## src/rtl/seg7_pkg.sv

```systemverilog
package seg7_pkg;
    localparam int CODE_W = 4;
    localparam int SEG_W  = 7;

    typedef logic [CODE_W-1:0] code_t;
    typedef logic [SEG_W-1:0]  seg_t;

    typedef enum logic [1:0] {
        OVR_NONE  = 2'd0,
        OVR_BLANK = 2'd1,
        OVR_LAMP  = 2'd2
    } ovr_e;

    typedef struct packed {
        logic hold;
        logic blank_n;
        logic lamp_n;
    } ctrl_t;

    localparam seg_t SEG_ALL_ON  = '1;
    localparam seg_t SEG_ALL_OFF = '0;

    // Segment bit order {g,f,e,d,c,b,a}
    function automatic seg_t digit_pattern(code_t c);
        seg_t s;
        case (c)
            4'd0: s = 7'h3F;
            4'd1: s = 7'h06;
            4'd2: s = 7'h5B;
            4'd3: s = 7'h4F;
            4'd4: s = 7'h66;
            4'd5: s = 7'h6D;
            4'd6: s = 7'h7C;
            4'd7: s = 7'h07;
            4'd8: s = 7'h7F;
            4'd9: s = 7'h67;
            default: s = SEG_ALL_OFF;
        endcase
        return s;
    endfunction

    function automatic ovr_e pick_override(ctrl_t c);
        if (!c.lamp_n)       return OVR_LAMP;
        else if (!c.blank_n) return OVR_BLANK;
        else                 return OVR_NONE;
    endfunction
endpackage

```

## src/rtl/seg7_code_latch.sv

```systemverilog
module seg7_code_latch
    import seg7_pkg::*;
(
    input  logic  clk,
    input  logic  rst,
    input  logic  hold,
    input  code_t code_in,
    output code_t code_eff
);
    code_t stored;

    always_ff @(posedge clk) begin
        if (rst)        stored <= '0;
        else if (!hold) stored <= code_in;
    end

    assign code_eff = hold ? stored : code_in;

    p_held_stable_r3: assert property (@(posedge clk) disable iff (rst)
        (hold && $past(hold) && !$past(rst)) |-> $stable(code_eff));
    p_transparent_r2: assert property (@(posedge clk) disable iff (rst)
        !hold |=> (stored == $past(code_in)));
endmodule

```

## src/rtl/seg7_decode.sv

```systemverilog
module seg7_decode
    import seg7_pkg::*;
(
    input  code_t code,
    output seg_t  pattern
);
    localparam int NCODES = 1 << CODE_W;
    seg_t rom [NCODES];

    for (genvar i = 0; i < NCODES; i++) begin : g_rom
        assign rom[i] = digit_pattern(code_t'(i));
    end

    assign pattern = rom[code];

    always_comb begin
        if (code > 4'd9) p_illegal_dark_r8: assert (pattern == SEG_ALL_OFF);
    end
endmodule

```

## src/rtl/seg7_override.sv

```systemverilog
module seg7_override
    import seg7_pkg::*;
(
    input  ctrl_t ctrl,
    input  seg_t  pattern,
    output seg_t  seg
);
    ovr_e sel;
    assign sel = pick_override(ctrl);

    always_comb begin
        unique case (sel)
            OVR_LAMP:  seg = SEG_ALL_ON;
            OVR_BLANK: seg = SEG_ALL_OFF;
            default:   seg = pattern;
        endcase
    end

    always_comb begin
        if (!ctrl.lamp_n) p_lamp_on_r4: assert (seg == SEG_ALL_ON);
        if (ctrl.lamp_n && !ctrl.blank_n) p_blank_off_r5: assert (seg == SEG_ALL_OFF);
    end
endmodule

```

## src/rtl/seg7_latch_dec.sv

```systemverilog
module seg7_latch_dec
    import seg7_pkg::*;
(
    input  logic       clk,
    input  logic       rst,
    input  logic [3:0] bcd_in,
    input  logic       hold,
    input  logic       blank_n,
    input  logic       lamp_test_n,
    output logic [6:0] seg
);
    ctrl_t ctrl;
    code_t code_eff;
    seg_t  pattern;

    assign ctrl = '{hold: hold, blank_n: blank_n, lamp_n: lamp_test_n};

    seg7_code_latch u_latch (
        .clk(clk), .rst(rst), .hold(hold),
        .code_in(bcd_in), .code_eff(code_eff)
    );

    seg7_decode u_dec (.code(code_eff), .pattern(pattern));

    seg7_override u_ovr (.ctrl(ctrl), .pattern(pattern), .seg(seg));

    p_reset_zero_r1: assert property (@(posedge clk)
        (rst ##1 (hold && blank_n && lamp_test_n)) |-> (seg == 7'h3F));
    p_override_keeps_r9: assert property (@(posedge clk) disable iff (rst)
        (hold && $past(hold) && !$past(rst) && blank_n && lamp_test_n
         && $stable(bcd_in)) |-> $stable(seg) || !$past(blank_n && lamp_test_n));
endmodule

```

## config.mk

```make
export PLATFORM = sky130hd
export DESIGN_NAME = seg7_latch_dec
export DESIGN_NICKNAME = d
export VERILOG_FILES = /design/src/rtl/seg7_pkg.sv /design/src/rtl/seg7_code_latch.sv /design/src/rtl/seg7_decode.sv /design/src/rtl/seg7_override.sv /design/src/rtl/seg7_latch_dec.sv
export SDC_FILE = /design/constraint.sdc
export NUM_CORES = 1
export LEC_CHECK = 0
export ABC_AREA = 0
export BUFFER_PORTS_ARGS = -buffer_cell sky130_fd_sc_hd__buf_2
export CORE_AREA = 4 4 41 43
export CTS_CLUSTER_SIZE = 12
export DETAILED_ROUTE_END_ITERATION = 6
export DIE_AREA = 0 0 45 47
export SLEW_MARGIN = 20
export SYNTH_ARGS = -nofsm -noshare
export SYNTH_HDL_FRONTEND = slang
export SYNTH_HIERARCHICAL = 1
export SYNTH_SLANG_ARGS = --single-unit
export TNS_END_PERCENT = 10
```

## constraint.sdc

```tcl
create_clock -name clk -period 2.4 [get_ports clk]
set_clock_uncertainty 0.1 [all_clocks]
set_input_delay 0.36 -clock clk [delete_from_list [all_inputs] [get_ports clk]]
set_output_delay 0.36 -clock clk [all_outputs]
set_load 0.05 [all_outputs]
```

==> impl_metrics.ini, run 1 <==
[logic_synthesis]
netlist_area_um2 = 405
synth_cell_types = 18
ys_ff_latch = 4
synth.area.top_cells = dfxtp_1, a21bo_2, ha_1
synth_top_area_share_pct = 19.8
syn_avg_cell_area_um2 = 8.81
seq_area_frac_synth_pct = 19.8
yosys_warnings = 6
synth.largest_area_cell = dfxtp_1
netlist_instances = 46
syn_nets = 60

[setup_path]
slowest_stage = mux2_2
cp-start-kind = primary input
slowest_delay_ps = 390
cp_data_required_time_ps = 1940
cp.buffers_inverters = 3
r2r_cells = 2
path_common_cell = buf_2
critical_path.endpoint = seg[1]
r2r_setup_slack_ps = 1430
crit_type = primary input to primary output
end_kind = primary output
critPathTopFamily = buffers and inverters
cp_data_arrival_time_ps = 1830
cp_max_fo = 5
path_depth = 7
r2r-start = u_latch/stored[3]$_SDFF_PP0_
startpoint = hold
crit_chain = buf_2, mux2_2, inv_1, ha_1, o21ai_0, a21bo_2, buf_2
worst_r2r_endpoint = u_latch/stored[3]$_SDFF_PP0_

[cts]
cts_tree = yes
path_clk_slew_ps = 30
clk_path_buf_depth = 2
cts_buffers = 3
cts-htree-levels = 1
cts-root-buf = clkbuf_4
cts.sinks = 4
ctsHoldBuffers = 0
worstSkewPairLatency_ps = 220

[detailed_routing]
wl_per_cell_um = 10.2
antenna_left = 0
wirelength_um = 808
vias_per_cell = 4.62
first_pass_iters = 2
drtIter0Drc = 1
via_count = 365
drc = 0

[sta]
hold_viol = 0
hold_slack_ps = 234
slew_viol_final = 0
fin_crit_sh_pct = 95.3
min_period_ps = 2290
finalSetupViolCount = 0
setup_tns_ps = 0
worst_pin_slew_ps = 252
rsz0062_at_grt = false
maxSlewHeadroom_pct = 83.3
max_freq_mhz = 437

[power_and_ir_drop]
power_density_mw_per_mm2 = 533
seqPwrFrac_pct = 25.7
p_clk_share_pct = 27.6
p_switching_w = 0.000104
combPwrFrac_pct = 46.7
p_leak_nw = 0.259
power.share.switching_pct = 37.2
peakVddDrop_mv = 0.135
p_int_w = 0.000176

[finish]
antenna_cells = 0
drive_gt1_share_pct = 50.0
largestRegisters = u_latch/stored (4)
nets = 80
nFillCells = 138
final_cell_mix = buf_2, a21bo_2, inv_1, ha_1
final_common_cell = buf_2
largest_reg_flops = 4
area_growth_pct = 29.6
top_register = u_latch/stored

[global_route]
grt_pass1_wl_um = 1380
grtUsageMet3_pct = 0
grt_most_used_layer = met2
grt_antenna_before_repair = 0
track_usage_pct = 9.00
grt_use_met2_pct = 15.0
grt_pass1_vias = 357
grt_max_degree = 9
overflow = 0
grt.met1_usage_pct = 10.4

[placed_design]
gp_congestion = 0.816
hpwl_um = 669
io_buffer_count = 15

[floorplan]
die_area_mm2 = 0.00212
start_util_pct = 31.2
fp.dieW_um = 45
core-area_mm2 = 0.00130
ioPinCount = 16
die_h_um = 47
fp-row-count = 13

[status]
status = complete, no violations

[hold_path]
holdCritPathClass = primary input to flip-flop

[flow_run]
max_cap_violations = 0
## cell usage after synthesis
cell and n:
o22ai_1 3, and2b_2 1, nand2_1 1, a22o_1 1, xnor2_1 1, ha_1 5, o21ai_0 1, a21oi_1 2
nand3_1 1, nor2b_1 4, dfxtp_1 4, a21bo_2 7, mux2_2 4, a21o_2 1, o21ai_1 2, nor2_1 2
inv_1 5, a21oi_2 1
## how the worst min path moves through the flow
stage                     slack (ps)  depth (start not counted)                           end  from
after global routing             230                          2  u_latch/stored[2]$_SDFF_PP0_   rst
after detailed placement         470                          2  u_latch/stored[1]$_SDFF_PP0_   rst
after CTS                        230                          2  u_latch/stored[2]$_SDFF_PP0_   rst
final                            230                          2  u_latch/stored[2]$_SDFF_PP0_   rst
after global placement           470                          2  u_latch/stored[2]$_SDFF_PP0_   rst
after floorplan                  330                          1  u_latch/stored[0]$_SDFF_PP0_   rst
## layer usage
layer	vias to the layer above	wire [um]	part of all wire (%)
met5	-	0	0
met3	0	35	4.3
met2	6	424	52
met1	161	348	43
met4	0	0	0
li1	198	-	-
## power by group through the flow
| stage | logic [W] | clock network [W] | registers, W |
|---|---|---|---|
| 6_report | 0.000131 | 0.0000773 | 0.0000718 |
| 5_1_grt | 0.000144 | 0.0000856 | 0.0000721 |
| 4_1_cts | 0.000131 | 0.0000809 | 0.0000717 |
| 3_5_place_dp | 0.000131 | 0 | 0.0000727 |
| 3_3_place_gp | 0.000130 | 0 | 0.0000725 |
| 2_1_floorplan | 0.000103 | 0 | 0.0000723 |
## through the flow
step / util, % / setup slack, ps / std cells / instance area, um^2 / total power (W)
finish: 40.4 / 112 / 79 / 526 / 0.000280
detailed placement: 38.4 / 106 / 76 / 499 / 0.000204
CTS: 40.1 / 102 / 79 / 522 / 0.000284
global route: 40.4 / 29.4 / 79 / 526 / 0.000302
floorplan: - / 420 / 46 / 405 / 0.000175
global placement: 38.4 / 106 / 76 / 499 / 0.000203
## repair_timing
action	in CTS	in global routing
buffers inserted	0	0
gates resized for setup	0	1
endpoints found under the setup margin	0	2
## final cells by class
class                      instances  area [um^2]  area share (%)
clock buffer                       3         22.5            4.29
inverter                           5         18.8            3.57
multi-input combinational         37          310            59.0
sequential                         4         80.1            15.2
tap                               15         18.8            3.57
timing repair buffer              15         75.1            14.3
## cell families (layout without fill, tap and decap cells)
group	count (synthesis)	count (layout)	synth area share (%)
muxes	4	4	11.1
buffers and inverters	5	23	4.63
DFF	4	4	19.8
and+or+nand+nor	9	9	12.3
AOI/OAI and AO/OA	18	18	34.6
adders and majority gates	5	5	15.4
xor gates and xnor gates	1	1	2.16
Power figures use the tool's default switching activity.
==> inputs of run 2 (changes only) <==
Clock period 2.4 ns to 2.7 ns, I/O delays scaled along.
==> run 2 against run 1 <==
  * Die area stayed put
  * Sequential share of layout area is 0.11 points higher
  * Total power is 10% lower
  * Worst hold slack better by 38 ps
  * Design area is 0.71% lower
  * Via count is 2.5% higher
  * Routed wire length is 2.0% higher
==> impl_metrics.ini, run 2 (synthesis results as in run 1) <==
[hold_path]
holdCritPathClass = primary input to flip-flop

[cts]
cts.sinks = 4
ctsHoldBuffers = 0
clk_path_buf_depth = 2
path_clk_slew_ps = 40
worstSkewPairLatency_ps = 230
cts-root-buf = clkbuf_4
postCtsResizedCells = 0
cts-htree-levels = 1
post-cts-setup-buffer-count = 0
cts_buffers = 3
cts_tree = yes

[setup_path]
cp-start-kind = primary input
crit_type = primary input to primary output
end_kind = primary output
cp_max_fo = 7
r2r_setup_slack_ps = 1720
cp_data_required_time_ps = 2190
cp_data_arrival_time_ps = 1880

[floorplan]
die_area_mm2 = 0.00212
fp-row-count = 13
ioPinCount = 16
core-area_mm2 = 0.00130
die_h_um = 47
fp.dieW_um = 45
start_util_pct = 31.2

[detailed_routing]
wl_per_cell_um = 10.4
drc = 0
first_pass_iters = 3
vias_per_cell = 4.73
wirelength_um = 824
drtIter0Drc = 11
antenna_left = 0
via_count = 374

[sta]
max_freq_mhz = 419
slew_viol_final = 0
min_period_ps = 2390
setup_tns_ps = 0
hold_viol = 0
maxSlewHeadroom_pct = 83.4
fin_crit_sh_pct = 88.5
finalSetupViolCount = 0
worst_pin_slew_ps = 250
rsz0062_at_grt = false

[finish]
final_common_cell = buf_2
antenna_cells = 0
nFillCells = 146
top_register = u_latch/stored
utilization_pct = 40.1
design_area_um2 = 522
area_growth_pct = 28.7
drive_gt1_share_pct = 50.0
largestRegisters = u_latch/stored (4)
final_cell_mix = buf_2, a21bo_2, inv_1, ha_1
nets = 80
largest_reg_flops = 4

[power_and_ir_drop]
p_leak_nw = 0.255
power_density_mw_per_mm2 = 482
peakVddDrop_mv = 0.130

[global_route]
grt_use_met2_pct = 13.8
grt_antenna_before_repair = 0
grtUsageMet3_pct = 1.15
grt_max_degree = 9
grt_pass1_vias = 366
grt.met1_usage_pct = 10.2
overflow = 0
grt_pass1_wl_um = 1350
track_usage_pct = 9.08
grt_most_used_layer = met2

[flow_run]
max_cap_violations = 0

[placed_design]
hpwl_um = 649
placed_area_um2 = 499
io_buffer_count = 15
gp_congestion = 0.806

[status]
status = complete, no violations
==> run 2: final timing paths <==
path,depth (start not counted),end,from
worst min-delay path,2,u_latch/stored[2]$_SDFF_PP0_,rst
worst max-delay path,9,seg[3],hold
worst min register to register,2,u_latch/stored[0]$_SDFF_PP0_,u_latch/stored[0]$_SDFF_PP0_
worst max register to register,2,u_latch/stored[3]$_SDFF_PP0_,u_latch/stored[3]$_SDFF_PP0_
==> run 2: final cells by class <==
cell class                 count  area, um^2  area share, %
multi-input combinational     37         307           58.8
tap                           15        18.8           3.60
sequential                     4        80.1           15.3
clock buffer                   3        22.5           4.32
inverter                       5        18.8           3.60
timing repair buffer          15        75.1           14.4
==> run 2: worst max-delay path: stages <==
cell	delay (ps)
buf_2	120
mux2_2	410
inv_1	120
ha_1	150
nor2_1	50
a21oi_1	120
o22ai_1	90
a21bo_2	210
buf_2	200
==> run 2: metrics by stage <==
step	cells	worst slack, ps	power (W)	hold slack [ps]
6_report	79	311	0.000251	272
5_1_grt	79	208	0.000273	258
4_1_cts	79	307	0.000258	259
3_5_place_dp	76	304	0.000181	516
3_3_place_gp	76	314	0.000180	512
2_1_floorplan	46	630	0.000156	377
==> run 2: power breakdown <==
part / total, W / internal, W / switching, W
registers: 0.0000636 / 0.0000630 / 0.000000667
clock network: 0.0000715 / 0.0000495 / 0.0000220
logic: 0.000116 / 0.0000434 / 0.0000729
==> run 2: metal layers <==
layer  wire, um  vias up
met2        427        6
met3         25        0
li1           -      200
met5          0        -
met1        372      168
met4          0        0
==> inputs of run 3 (changes only) <==
Settings changed: CELL_PAD_IN_SITES_DETAIL_PLACEMENT from default to 1, CELL_PAD_IN_SITES_GLOBAL_PLACEMENT from default to 1, HOLD_SLACK_MARGIN from default to 0.1, PLACE_DENSITY_LB_ADDON from default to 0.1.
==> run 3 against run 2 <==
  * Sequential cell count stayed put
  * First-iteration DRC count is 91% lower
  * Worst hold slack better by 13 ps
  * Non-clock buffer count stayed put
  * Critical endpoint unchanged
==> impl_metrics.ini, run 3 (synthesis results as in run 1) <==
[status]
status = complete, no violations

[setup_path]
worst_r2r_endpoint = u_latch/stored[1]$_SDFF_PP0_
end_kind = primary output
cp_max_fo = 7
r2r_cells = 2
r2r_setup_slack_ps = 1700
r2r-start = u_latch/stored[1]$_SDFF_PP0_
cp_data_arrival_time_ps = 1910
cp-start-kind = primary input
cp_data_required_time_ps = 2190
crit_type = primary input to primary output

[global_route]
grt_max_degree = 9
grt_antenna_before_repair = 0
grt_most_used_layer = met2
grtUsageMet3_pct = 1.53
track_usage_pct = 11.4
grt_pass1_vias = 409
overflow = 0
grt.met1_usage_pct = 14.1
grt_pass1_wl_um = 1710
grt_use_met2_pct = 17.8

[placed_design]
hpwl_um = 820
gp_congestion = 0.717
io_buffer_count = 15

[finish]
final_common_cell = buf_2
utilization_pct = 40.1
antenna_cells = 0
top_register = u_latch/stored
drive_gt1_share_pct = 50.0
nets = 80
area_growth_pct = 28.7
final_cell_mix = buf_2, a21bo_2, inv_1, ha_1
largestRegisters = u_latch/stored (4)
largest_reg_flops = 4

[power_and_ir_drop]
p_leak_nw = 0.255
power.share.switching_pct = 38.9
p_clk_share_pct = 28.8
combPwrFrac_pct = 46.3
p_switching_w = 0.0000995
p_int_w = 0.000156
power_density_mw_per_mm2 = 490
peakVddDrop_mv = 0.129
seqPwrFrac_pct = 24.9

[cts]
cts_tree = yes
cts.sinks = 4
path_clk_slew_ps = 40
ctsHoldBuffers = 0
cts-root-buf = clkbuf_4
post-cts-setup-buffer-count = 0
cts-htree-levels = 1
clk_path_buf_depth = 2
cts_buffers = 3
worstSkewPairLatency_ps = 230
postCtsResizedCells = 0

[sta]
maxSlewHeadroom_pct = 83.4
setup_tns_ps = 0
min_period_ps = 2410
finalSetupViolCount = 0
max_freq_mhz = 415
rsz0062_at_grt = false
hold_viol = 0
worst_pin_slew_ps = 251
fin_crit_sh_pct = 89.3
slew_viol_final = 0

[hold_path]
holdCritPathClass = primary input to flip-flop
worstHoldPathCells = 2
hold-path-endpoint = u_latch/stored[3]$_SDFF_PP0_
hold_start = rst

[floorplan]
fp.dieW_um = 45
ioPinCount = 16
start_util_pct = 31.2
die_h_um = 47
fp-row-count = 13
core-area_mm2 = 0.00130
die_area_mm2 = 0.00212

[detailed_routing]
first_pass_iters = 2
vias_per_cell = 4.99
drc = 0
drtIter0Drc = 1
antenna_left = 0
via_count = 394
wl_per_cell_um = 12.8
wirelength_um = 1010

[flow_run]
max_cap_violations = 0
run 3: cell counts in the layout (fill, tap and decap cells not counted):
Identical to the previous run, type by type.
run 3: stage by stage:
step                      hold slack [ps]  worst slack, ps  power (W)  std cells  area, um^2
final                                 285              288   0.000256         79         522
after global routing                  287              186   0.000274         79         522
after CTS                             271              266   0.000261         79         522
after detailed placement              523              268   0.000185         76         499
after global placement                512              284   0.000183         76         499
after floorplan                       377              630   0.000156         46         405
run 3: worst max path at each step:
stage | from | to | slack [ps]
6_report | hold | seg[3] | 290
4_1_cts | hold | seg[3] | 270
3_5_place_dp | hold | seg[3] | 270
2_1_floorplan | hold | seg[1] | 630
3_3_place_gp | hold | seg[3] | 280
5_1_grt | hold | seg[3] | 190
run 3: power by group through the flow:
stage                     registers [W]  logic [W]  clock network [W]
after global placement        0.0000645   0.000118                  0
after global routing          0.0000640   0.000130          0.0000796
final                         0.0000638   0.000118          0.0000736
after floorplan               0.0000643  0.0000916                  0
after CTS                     0.0000638   0.000120          0.0000773
after detailed placement      0.0000647   0.000120                  0
run 3: layer usage:
| metal | up-vias | wire, um |
|---|---|---|
| li1 | 198 | - |
| met3 | 2 | 56 |
| met2 | 12 | 487 |
| met1 | 182 | 455 |
| met4 | 0 | 15 |
| met5 | - | 0 |
run 3: area by class of cell:
class | count | area [um^2]
fillers | 171 | 779
multi-input cells | 37 | 307
flip-flops and latches | 4 | 80.1
repair buffers | 15 | 75.1
clock buffers | 3 | 22.5
inverters | 5 | 18.8
well taps | 15 | 18.8
run 3: worst max-delay path, cell delays in order:
cell and delay, ps:
buf_2 120, mux2_2 420, inv_1 130, ha_1 150, nor2_1 50, a21oi_1 120, o22ai_1 90, a21bo_2 210
buf_2 200
